File: config.mk
export PLATFORM = sky130hd
export DESIGN_NAME = i2c_byte_master
export DESIGN_NICKNAME = d
export VERILOG_FILES = /design/src/rtl/i2c_byte_master.sv
export SDC_FILE = /design/constraint.sdc
export NUM_CORES = 1
export LEC_CHECK = 0
export CORE_ASPECT_RATIO = 1.2
export CORE_MARGIN = 1
export CORE_UTILIZATION = 40
export CTS_BUF_LIST = sky130_fd_sc_hd__clkbuf_16
export DETAILED_ROUTE_END_ITERATION = 7
export DONT_BUFFER_PORTS = 1
export GPL_ROUTABILITY_DRIVEN = 0
export SYNTH_ARGS = -nofsm -noshare
export SYNTH_HDL_FRONTEND = slang
export SYNTH_SLANG_ARGS = --single-unit
File: constraint.sdc
create_clock -name clk -period 2.6 [get_ports clk]
set_input_delay 0.26 -clock clk [delete_from_list [all_inputs] [get_ports clk]]
set_output_delay 0.26 -clock clk [all_outputs]
set_load 0.1 [all_outputs]
File: src/rtl/i2c_byte_master.sv
`timescale 1ns/1ps
module i2c_byte_master (
  input  logic       clk,
  input  logic       rst_n,
  input  logic [2:0] reg_addr,
  input  logic       reg_wr,
  input  logic [7:0] reg_wdata,
  output logic [7:0] reg_rdata,
  output logic       irq,
  input  logic       scl_in,
  output logic       scl_oe,
  input  logic       sda_in,
  output logic       sda_oe
);
  typedef enum logic [1:0] {S_IDLE, S_START, S_BIT, S_STOP} state_t;

  state_t      state;
  logic [15:0] pre, pcnt;
  logic        en, ien;
  logic [7:0]  txr, rxr, sh;
  logic        c_sta, c_sto, c_rd, c_wr, c_ack;
  logic        iflag, al, rx_nack, busy;
  logic [2:0]  phase;
  logic [3:0]  bitn;
  logic        scl_q, sda_q;
  logic [1:0]  scl_sy, sda_sy;
  logic        sda_p;

  logic tip, pending, tick, last_ph, sample, arb_lost, bit_val, wr_cmd, scl_s, sda_s;
  assign scl_s    = scl_sy[1];
  assign sda_s    = sda_sy[1];
  assign tip      = c_rd | c_wr;
  assign pending  = c_sta | c_sto | tip;
  assign wr_cmd   = reg_wr && reg_addr == 3'd4;
  assign tick     = state != S_IDLE && pcnt == 16'd0;
  assign last_ph  = tick && phase == 3'd4;
  assign sample   = tick && phase == 3'd2 && state == S_BIT;
  assign arb_lost = sample && bitn < 4'd8 && c_wr && sh[7] && !sda_s;
  assign bit_val  = (bitn == 4'd8) ? (c_wr | c_ack) : (c_rd | sh[7]);
  assign irq      = iflag & ien;
  assign scl_oe   = ~scl_q;
  assign sda_oe   = ~sda_q;

  always_comb begin
    case (reg_addr)
      3'd0:    reg_rdata = pre[7:0];
      3'd1:    reg_rdata = pre[15:8];
      3'd2:    reg_rdata = {en, ien, 6'd0};
      3'd3:    reg_rdata = rxr;
      3'd4:    reg_rdata = {rx_nack, busy, al, 3'd0, tip, iflag};
      default: reg_rdata = 8'd0;
    endcase
  end

  always_ff @(posedge clk or negedge rst_n) begin
    if (!rst_n) begin
      pre <= 16'hFFFF;
      en  <= 1'b0;
      ien <= 1'b0;
      txr <= 8'd0;
    end else if (reg_wr) begin
      case (reg_addr)
        3'd0: if (!en) pre[7:0]  <= reg_wdata;
        3'd1: if (!en) pre[15:8] <= reg_wdata;
        3'd2: {en, ien} <= reg_wdata[7:6];
        3'd3: txr <= reg_wdata;
        default: ;
      endcase
    end
  end

  always_ff @(posedge clk or negedge rst_n) begin
    if (!rst_n) begin
      scl_sy <= 2'b11;
      sda_sy <= 2'b11;
      sda_p  <= 1'b1;
      busy   <= 1'b0;
    end else begin
      scl_sy <= {scl_sy[0], scl_in};
      sda_sy <= {sda_sy[0], sda_in};
      sda_p  <= sda_s;
      if (scl_s && sda_p && !sda_s)      busy <= 1'b1;
      else if (scl_s && !sda_p && sda_s) busy <= 1'b0;
    end
  end

  always_ff @(posedge clk or negedge rst_n) begin
    if (!rst_n) begin
      state <= S_IDLE;
      pcnt  <= 16'd0;
      phase <= 3'd0;
      bitn  <= 4'd0;
      sh    <= 8'd0;
      rxr   <= 8'd0;
      {c_sta, c_sto, c_rd, c_wr, c_ack} <= 5'd0;
      iflag   <= 1'b0;
      al      <= 1'b0;
      rx_nack <= 1'b0;
      scl_q   <= 1'b1;
      sda_q   <= 1'b1;
    end else begin
      if (wr_cmd && reg_wdata[0]) iflag <= 1'b0;
      if (!en) begin
        state <= S_IDLE;
        {c_sta, c_sto, c_rd, c_wr, c_ack} <= 5'd0;
        scl_q <= 1'b1;
        sda_q <= 1'b1;
      end else if (state == S_IDLE) begin
        if (wr_cmd && !pending)
          {c_sta, c_sto, c_rd, c_wr, c_ack} <= reg_wdata[7:3];
        if (pending) begin
          al    <= 1'b0;
          phase <= 3'd0;
          pcnt  <= pre;
          sh    <= txr;
          bitn  <= 4'd0;
          state <= c_sta ? S_START : (tip ? S_BIT : S_STOP);
        end
      end else begin
        pcnt <= tick ? pre : pcnt - 16'd1;
        if (tick) phase <= (phase == 3'd4) ? 3'd0 : 3'(phase + 3'd1);
        case (state)
          S_START: case (phase)
            3'd0: sda_q <= 1'b1;
            3'd1: scl_q <= 1'b1;
            3'd2: sda_q <= 1'b0;
            3'd4: scl_q <= 1'b0;
            default: ;
          endcase
          S_STOP: case (phase)
            3'd0: sda_q <= 1'b0;
            3'd1: scl_q <= 1'b1;
            3'd3: sda_q <= 1'b1;
            default: ;
          endcase
          default: case (phase)
            3'd0: sda_q <= bit_val;
            3'd4: scl_q <= 1'b0;
            default: scl_q <= 1'b1;
          endcase
        endcase
        if (sample) begin
          if (bitn < 4'd8) sh <= {sh[6:0], sda_s};
          else begin
            rx_nack <= sda_s;
            if (c_rd) rxr <= sh;
          end
        end
        if (last_ph) begin
          if (state == S_START && tip) state <= S_BIT;
          else if (state == S_BIT && bitn < 4'd8) bitn <= 4'(bitn + 4'd1);
          else if (state != S_STOP && c_sto) state <= S_STOP;
          else begin
            state <= S_IDLE;
            {c_sta, c_sto, c_rd, c_wr, c_ack} <= 5'd0;
            iflag <= 1'b1;
          end
        end
        if (arb_lost) begin
          state <= S_IDLE;
          {c_sta, c_sto, c_rd, c_wr, c_ack} <= 5'd0;
          scl_q <= 1'b1;
          sda_q <= 1'b1;
          al    <= 1'b1;
          iflag <= 1'b1;
        end
      end
    end
  end
endmodule

==> results.sh, run 1 <==
export IMPL_outcome="finished, final reports clean"
export IMPL_drtIter0Drc=338
export IMPL_detail_route_first_pass_iterations=5
export IMPL_number_of_hold_violations_in_the_final_report=0
export IMPL_hold_class="in -> reg"
export IMPL_timing_final_setup_violations=0
export IMPL_cts_made_buffers=9
export IMPL_wire_length_of_the_first_global_routing_pass_um=19700
export IMPL_globalRoute_totalOverflow=0
export IMPL_fp_dieArea_sq_mm=0.0119
export IMPL_syn_to_final_growth_pct=15.4
export IMPL_synthesis_nets=478
export IMPL_worst_ep_required_time_ns=2.83
export IMPL_drtAntennaViolNets=0
export IMPL_clock_path_buffers=2
export IMPL_post_route_min_period_ns=2.33
export IMPL_first_global_vias=3835
export IMPL_most_common_library_cell_in_the_layout_ignoring_fill_and_taps="sky130_fd_sc_hd__dfrtp_1"
export IMPL_tritoncts_clock_tree="built"
export IMPL_largest_net_degree_at_the_start_of_global_routing=84
export IMPL_endpoint_kind="flop"
export IMPL_cts_root_buf="sky130_fd_sc_hd__clkbuf_16"
export IMPL_routedWlPerCell_um=18.5
export IMPL_setup_worst_path_start_class="flop"
export IMPL_floorplan_initialDensity=0.412
export IMPL_arrival_ns=2.56
export IMPL_synth_enable_flop_cells=0
export IMPL_core_sq_mm=0.0111
export IMPL_synthSimpleGateAreaFrac=0.182
export IMPL_setup_tns_ns=0
export IMPL_syn_avg_cell_area_sq_um=10.1
export IMPL_crit_family="compound AO/OA/AOI/OAI gates"
export IMPL_cts_resized=0
export IMPL_timing_clock_skew_ns=0.00801
export IMPL_die_height_um=119
export IMPL_routed_via_density=5.82
export IMPL_synth_largest_type_area_fraction=0.328
export IMPL_clock_sinks=83
export IMPL_worstReg2RegStart="pcnt[0]$_DFFE_PN0P_"
export IMPL_p_per_area_mw_per_mm2=1070
export IMPL_synthArstFlopShare=1.00
export IMPL_place_hpwl_um=8440
export IMPL_holdWs_ns=0.0636
export IMPL_cp_cell_sequence="inv_1 -> ha_1 -> nor4b_1 -> nand2_1 -> o41ai_4 -> a211oi_1 -> a31o_2"
export IMPL_peakVddDrop_uv=557
export IMPL_layout_cells_most_common_list="sky130_fd_sc_hd__dfrtp_1, sky130_fd_sc_hd__nand2_1, sky130_fd_sc_hd__mux2_2"
export IMPL_part_of_the_cycle_the_worst_path_needs=0.897
export IMPL_netlist_area_sq_mm=0.00457
export IMPL_fraction_of_final_layout_cells_sized_beyond_drive_strength_1=0.269
export IMPL_critPathKind="reg -> reg"
export IMPL_p_leak_uw=0.00232
export IMPL_final_nets=499
export IMPL_ios=27
export IMPL_startpoint="pcnt[0]$_DFFE_PN0P_"
export IMPL_fin_ws_ns=0.268
export IMPL_fillers=1032
export IMPL_max_cap_violations=0
export IMPL_synth_compound_area_frac=0.152
export IMPL_fmaxAchievable_mhz=429
export IMPL_yosysSeqAreaShare=0.460
export IMPL_detailroute_via_count=3687
export IMPL_finalCoreUtilization=0.476
export IMPL_clock_latency_reported_for_the_late_side_of_the_worst_skew_pair_ns=0.34
export IMPL_synthTopCellsByArea="sky130_fd_sc_hd__dfrtp_1, sky130_fd_sc_hd__dfstp_2, sky130_fd_sc_hd__mux2_2, sky130_fd_sc_hd__nand2_1, sky130_fd_sc_hd__o21ai_0"
export IMPL_cp_max_stage_cell="sky130_fd_sc_hd__o41ai_4"
export IMPL_post_route_drc_count=0
export IMPL_port_buffer_count=0
export IMPL_worst_pin_slew_ns=0.855
export IMPL_die_x_um=99.6
export IMPL_ys_warnings_count=0
export IMPL_synthesis_instances=453
export IMPL_detail_route_wirelength_um=11700
export IMPL_hold_start="reg_wdata[5]"
export IMPL_synth_cell_types=60
export IMPL_cts_htree_levels=3
export IMPL_path_max_fanout=7
export IMPL_pre_cts_slack_ns=0.326
export IMPL_clk_transition_reported_paths_ns=0.06
export IMPL_dominantRegCellSynth="sky130_fd_sc_hd__dfrtp_1"
export IMPL_track_usage=0.214
export IMPL_worst_slew_margin_rel=0.429
export IMPL_antenna_found_initial=0
export IMPL_drv_slew=0
export IMPL_yosys_area_top_type="sky130_fd_sc_hd__dfrtp_1"
export IMPL_ys_ff_latch=83
export IMPL_synthXorXnorAreaFrac=0
export IMPL_area_share_of_fa_ha_maj_cells_after_synthesis=0.0246
export IMPL_synth_top_family_by_area="simple AND/OR/NAND/NOR gates"
export IMPL_critical_path_buf_inv_count=1
export IMPL_yosys_mux_area_fraction=0.140
export IMPL_worst_path_largest_cell_delay_ns=0.58
export IMPL_rsz_0062_raised_after_global_routing="false"
export IMPL_diodes=0
export IMPL_core_rowCount=42
==> cell type report <==
cell class | count | area (sq um) | area share
inverter | 21 | 78.8 | 0.0149
timing repair buffer | 31 | 260 | 0.0493
multi-input combinational | 328 | 2310 | 0.437
tap | 154 | 193 | 0.0365
clock buffer | 9 | 225 | 0.0427
clock inverter | 7 | 108 | 0.0204
sequential | 83 | 2110 | 0.399
==> final timing paths <==
check | endpoint | depth (start not counted) | slack (ns)
max reg2reg | bitn[2]$_DFFE_PN0P_ | 7 | 0.27
min in group asynchronous | c_sto$_DFFE_PN0P_ | 2 | 0.50
min | c_rd$_DFFE_PN0P_ | 1 | 0.06
max | bitn[2]$_DFFE_PN0P_ | 7 | 0.27
max in group asynchronous | pre[1]$_DFFE_PN1P_ | 2 | 1.73
min reg2reg | sda_sy[1]$_DFF_PN1_ | 0 | 0.36
==> metal layers <==
| layer | part of all wire | wire length (um) | track usage | up-vias |
|---|---|---|---|---|
| met5 | 0 | 0 | 0 | - |
| met4 | 0.024 | 282 | 0.0892 | 0 |
| met3 | 0.047 | 554 | 0.0393 | 25 |
| met2 | 0.52 | 6100 | 0.372 | 106 |
| met1 | 0.41 | 4750 | 0.260 | 1851 |
| li1 | - | - | - | 1705 |
==> flip-flops by register name, summed over array words and instances (netlist names), 2 cells and up <==
register	count
pre	16
rxr	8
phase	3
txr	8
bitn	4
scl_sy	2
sh	8
state	2
pcnt	16
sda_sy	2
==> cells by family (layout without fill, tap and decap cells) <==
group / after synthesis / in the layout
fa+ha+maj: 9 / 9
flops: 83 / 83
compound gates: 104 / 104
buf+inv: 42 / 68
simple gates: 159 / 159
mux: 56 / 56
==> synthesized netlist by cell type (all sizes together) (2+ instances only) <==
master   number
mux2         45
a311oi        2
nor4b         3
mux2i         9
a31oi         7
a2bb2oi       3
and4          2
buf           7
ha            9
o41ai         2
inv          21
and3          3
dfrtp        60
o21ai        33
and2          4
o22ai         5
a22oi         7
nor2b         4
o311ai        2
nand2b        2
nor2         27
nor3b         2
or4           5
nor4          7
nand3        20
dfstp        23
nor3          6
nand2        59
o22a          4
o2bb2ai       2
nand4         8
a21oi        22
mux4          2
a22o          5
clkbuf       14
o211ai        2
nor4bb        3
==> report_power, final <==
part	total [uW]	switching [uW]	leakage [uW]	internal, uW
sequential	2150	422	0.00101	1720
combinational	2090	1280	0.00113	818
clock	1430	499	0.000168	928
total	5660	2200	0.00232	3470
==> timing repair <==
action / 4_1_cts / 5_1_grt
hold buffers: 4 / 0
endpoints found under the setup margin: 0 / 0
setup buffers: 0 / 0
endpoints found under the hold margin: 85 / 0
==> per-stage QoR <==
| step | cells | instance area (sq um) | power [uW] |
|---|---|---|---|
| finish | 633 | 5280 | 5660 |
| global route | 633 | 5280 | 6000 |
| CTS | 633 | 5280 | 5660 |
| detailed placement | 613 | 4890 | 4200 |
| global placement | 613 | 4890 | 4150 |
| floorplan | 453 | 4570 | 3600 |
Power figures use the tool's default switching activity.
==> inputs of run 2 (changes only) <==
Settings changed: ABC_AREA from default to 1.
==> run 2 against run 1 <==
Final cell count increased by 12%. Total power decreased by 8.8%. Clock power decreased by 13%. Critical path depth increased by 3. Flip-flop and latch count unchanged. Combinational power decreased by 7%. Die area decreased by 2.9%. Area after synthesis decreased by 3.0%. Critical path type unchanged. Largest cell class is now sequential cells.
==> results.sh, run 2 <==
export IMPL_part_of_the_cycle_the_worst_path_needs=0.799
export IMPL_number_of_hold_violations_in_the_final_report=0
export IMPL_routedWlPerCell_um=15.3
export IMPL_first_global_vias=3777
export IMPL_synthesis_instances=565
export IMPL_core_rowCount=41
export IMPL_port_buffer_count=0
export IMPL_cp_cell_sequence="inv_1 -> ha_1 -> nand2_1 -> nor2_1 -> nand2_1 -> nor2_4 -> nand4_2 -> or2_1 -> nand2_1 -> o21ai_2"
export IMPL_hold_start="reg_wdata[7]"
export IMPL_fp_dieArea_sq_mm=0.0115
export IMPL_share_of_total_power_consumed_by_net_switching=0.422
export IMPL_yosysSeqAreaShare=0.475
export IMPL_power_combinational_fraction=0.377
export IMPL_drtAntennaViolNets=0
export IMPL_wire_length_of_the_first_global_routing_pass_um=18400
export IMPL_clock_sinks=83
export IMPL_worstReg2RegStart="pcnt[0]$_DFFE_PN0P_"
export IMPL_p_sw_uw=2180
export IMPL_dominantRegCellSynth="sky130_fd_sc_hd__dfrtp_1"
export IMPL_worst_path_largest_cell_delay_ns=0.50
export IMPL_fmaxAchievable_mhz=481
export IMPL_drtIter0Drc=306
export IMPL_whs_endpoint="c_sta$_DFFE_PN0P_"
export IMPL_hold_class="in -> reg"
export IMPL_track_usage=0.202
export IMPL_seq_power_share=0.383
export IMPL_tritoncts_clock_tree="built"
export IMPL_hold_path_cell_count=2
export IMPL_cts_made_buffers=9
export IMPL_crit_family="simple AND/OR/NAND/NOR gates"
export IMPL_synthesis_nets=590
export IMPL_path_max_fanout=16
export IMPL_finalCoreUtilization=0.463
export IMPL_p_int_uw=2980
export IMPL_antenna_found_initial=0
export IMPL_globalRoute_totalOverflow=0
export IMPL_outcome="finished, final reports clean"
export IMPL_clock_latency_reported_for_the_late_side_of_the_worst_skew_pair_ns=0.33
export IMPL_critical_path_buf_inv_count=1
export IMPL_post_route_drc_count=0
export IMPL_ys_ff_latch=83
export IMPL_cp_max_stage_cell="sky130_fd_sc_hd__or2_1"
export IMPL_reg2reg_slack_ns=0.52
export IMPL_yosys_area_top_type="sky130_fd_sc_hd__dfrtp_1"
export IMPL_cts_htree_levels=3
export IMPL_critPathKind="reg -> reg"
export IMPL_yosysMostFrequentCell="sky130_fd_sc_hd__nand2_1"
export IMPL_timing_clock_skew_ns=0.00762
export IMPL_critical_path_cell_count=10
export IMPL_synthTopCellsByArea="sky130_fd_sc_hd__dfrtp_1, sky130_fd_sc_hd__nand2_1, sky130_fd_sc_hd__dfstp_2, sky130_fd_sc_hd__o21ai_0, sky130_fd_sc_hd__nand3_1"
export IMPL_worst_slew_margin_rel=0.443
export IMPL_worst_ep_required_time_ns=2.80
export IMPL_peakVddDrop_uv=735
export IMPL_cts_setup_buffers=0
export IMPL_most_common_library_cell_in_the_layout_ignoring_fill_and_taps="sky130_fd_sc_hd__nand2_1"
export IMPL_layout_cells_most_common_list="sky130_fd_sc_hd__nand2_1, sky130_fd_sc_hd__o21ai_0, sky130_fd_sc_hd__dfrtp_1"
export IMPL_setup_worst_path_start_class="flop"
export IMPL_p_per_area_mw_per_mm2=1050
export IMPL_detail_route_first_pass_iterations=7
export IMPL_largest_net_degree_at_the_start_of_global_routing=84
export IMPL_place_hpwl_um=7920
export IMPL_fraction_of_final_layout_cells_sized_beyond_drive_strength_1=0.149
export IMPL_core_sq_mm=0.0107
export IMPL_rsz_0062_raised_after_global_routing="false"
export IMPL_setup_tns_ns=0
export IMPL_p_leak_uw=0.00230
export IMPL_arrival_ns=2.28
export IMPL_clock_path_buffers=2
export IMPL_detail_route_wirelength_um=10900
export IMPL_syn_avg_cell_area_sq_um=7.85
export IMPL_die_height_um=117
export IMPL_syn_to_final_growth_pct=11.4
export IMPL_holdWs_ns=0.0724
export IMPL_floorplan_initialDensity=0.416
export IMPL_clk_transition_reported_paths_ns=0.06
export IMPL_drv_slew=0
export IMPL_synth_enable_flop_cells=0
export IMPL_synthArstFlopShare=1.00
export IMPL_ys_warnings_count=0
export IMPL_diodes=0
export IMPL_synth_largest_type_area_fraction=0.338
export IMPL_timing_final_setup_violations=0
export IMPL_ios=27
export IMPL_depth_of_the_worst_register_to_register_path=10
export IMPL_timing_critical_path_mode_cell="sky130_fd_sc_hd__nand2_1"
export IMPL_timing_rr_end="rxr[4]$_DFFE_PN0P_"
export IMPL_p_clk_frac=0.240
export IMPL_worst_pin_slew_ns=0.835
export IMPL_final_nets=602
export IMPL_endpoint_kind="flop"
export IMPL_die_x_um=98.1
export IMPL_max_cap_violations=0
export IMPL_post_route_min_period_ns=2.08
export IMPL_netlist_area_sq_mm=0.00444
export IMPL_synth_cell_types=37
export IMPL_routed_via_density=5.35
export IMPL_detailroute_via_count=3807
export IMPL_layout_top_registers="pcnt: 16 flops, pre: 16 flops"
export IMPL_fillers=1079
export IMPL_cts_root_buf="sky130_fd_sc_hd__clkbuf_16"
export IMPL_yosys_top_cells_count="sky130_fd_sc_hd__nand2_1, sky130_fd_sc_hd__o21ai_0, sky130_fd_sc_hd__dfrtp_1"
run 2: changes by cell type in the layout (fill, tap and decap cells not counted), moves of 6 or more:
cell                      delta
sky130_fd_sc_hd__a21oi_1     -6
sky130_fd_sc_hd__a22oi_1     -7
sky130_fd_sc_hd__a31oi_1     -6
sky130_fd_sc_hd__buf_4      -16
sky130_fd_sc_hd__inv_1      +34
sky130_fd_sc_hd__inv_2      +10
sky130_fd_sc_hd__mux2_2     -45
sky130_fd_sc_hd__mux2i_1     -9
sky130_fd_sc_hd__nand2_1   +104
sky130_fd_sc_hd__nand2_2     +8
sky130_fd_sc_hd__nand3_1    +22
sky130_fd_sc_hd__nor2_1     +20
sky130_fd_sc_hd__o21ai_0    +42
sky130_fd_sc_hd__o21ai_1     +7
run 2: power by group through the flow:
stage / clock network [uW] / registers (uW) / logic (uW)
final: 1240 / 1980 / 1950
after global routing: 1310 / 2020 / 2200
after CTS: 1260 / 1970 / 1950
after detailed placement: 0 / 1990 / 1890
after global placement: 0 / 1980 / 1840
after floorplan: 0 / 1890 / 1520
run 2: cell type report:
type,instances,area [sq um],area share
flip-flops and latches,83,2110,0.426
inverters,63,236,0.0478
multi-input cells,405,2010,0.407
clock buffers,9,225,0.0456
clock inverters,7,62.6,0.0127
repair buffers,15,140,0.0283
well taps,129,161,0.0327
run 2: kinds of logic (layout without fill, tap and decap cells):
kind of cell | count (synthesis) | after routing | synth area share
buf+inv | 77 | 94 | 0.0733
fa+ha+maj | 9 | 9 | 0.0254
xor+xnor | 2 | 2 | 0.00395
flops | 83 | 83 | 0.475
compound gates | 112 | 112 | 0.140
simple gates | 282 | 282 | 0.282
run 2: layer usage:
metal / GRT usage / routed length, um
met1: 0.261 / 4800
met2: 0.335 / 5370
met3: 0.0340 / 450
met4: 0.0784 / 289
met5: 0 / 0
run 2: timing repair:
item | in CTS | in global routing
hold buffers | 4 | 0
gates resized for setup | 0 | 0
hold endpoints to repair | 85 | 0
run 2: worst max-delay path by stage:
stage / endpoint / start
after global placement: rxr[4]$_DFFE_PN0P_ / pcnt[0]$_DFFE_PN0P_
after CTS: rxr[3]$_DFFE_PN0P_ / pcnt[0]$_DFFE_PN0P_
after detailed placement: rxr[3]$_DFFE_PN0P_ / pcnt[0]$_DFFE_PN0P_
final: rxr[4]$_DFFE_PN0P_ / pcnt[0]$_DFFE_PN0P_
after floorplan: reg_rdata[1] / reg_addr[2]
after global routing: rxr[4]$_DFFE_PN0P_ / pcnt[0]$_DFFE_PN0P_
run 2: worst register-to-register path, stage by stage (launching register included):
cell and delay [ns]:
sky130_fd_sc_hd__dfrtp_1 0.37, sky130_fd_sc_hd__inv_1 0.13, sky130_fd_sc_hd__ha_1 0.19, sky130_fd_sc_hd__nand2_1 0.06, sky130_fd_sc_hd__nor2_1 0.10, sky130_fd_sc_hd__nand2_1 0.09, sky130_fd_sc_hd__nor2_4 0.15, sky130_fd_sc_hd__nand4_2 0.11
sky130_fd_sc_hd__or2_1 0.50, sky130_fd_sc_hd__nand2_1 0.19, sky130_fd_sc_hd__o21ai_2 0.06
run 2: metrics by stage:
step                      setup WS (ns)  power (uW)  cell area, sq um  instances
final                             0.523        5170              4940        711
after detailed placement          0.522        3880              4600        691
after CTS                         0.510        5180              4940        711
after global routing              0.308        5530              4940        711
after floorplan                   0.199        3410              4440        565
after global placement            0.616        3820              4600        691
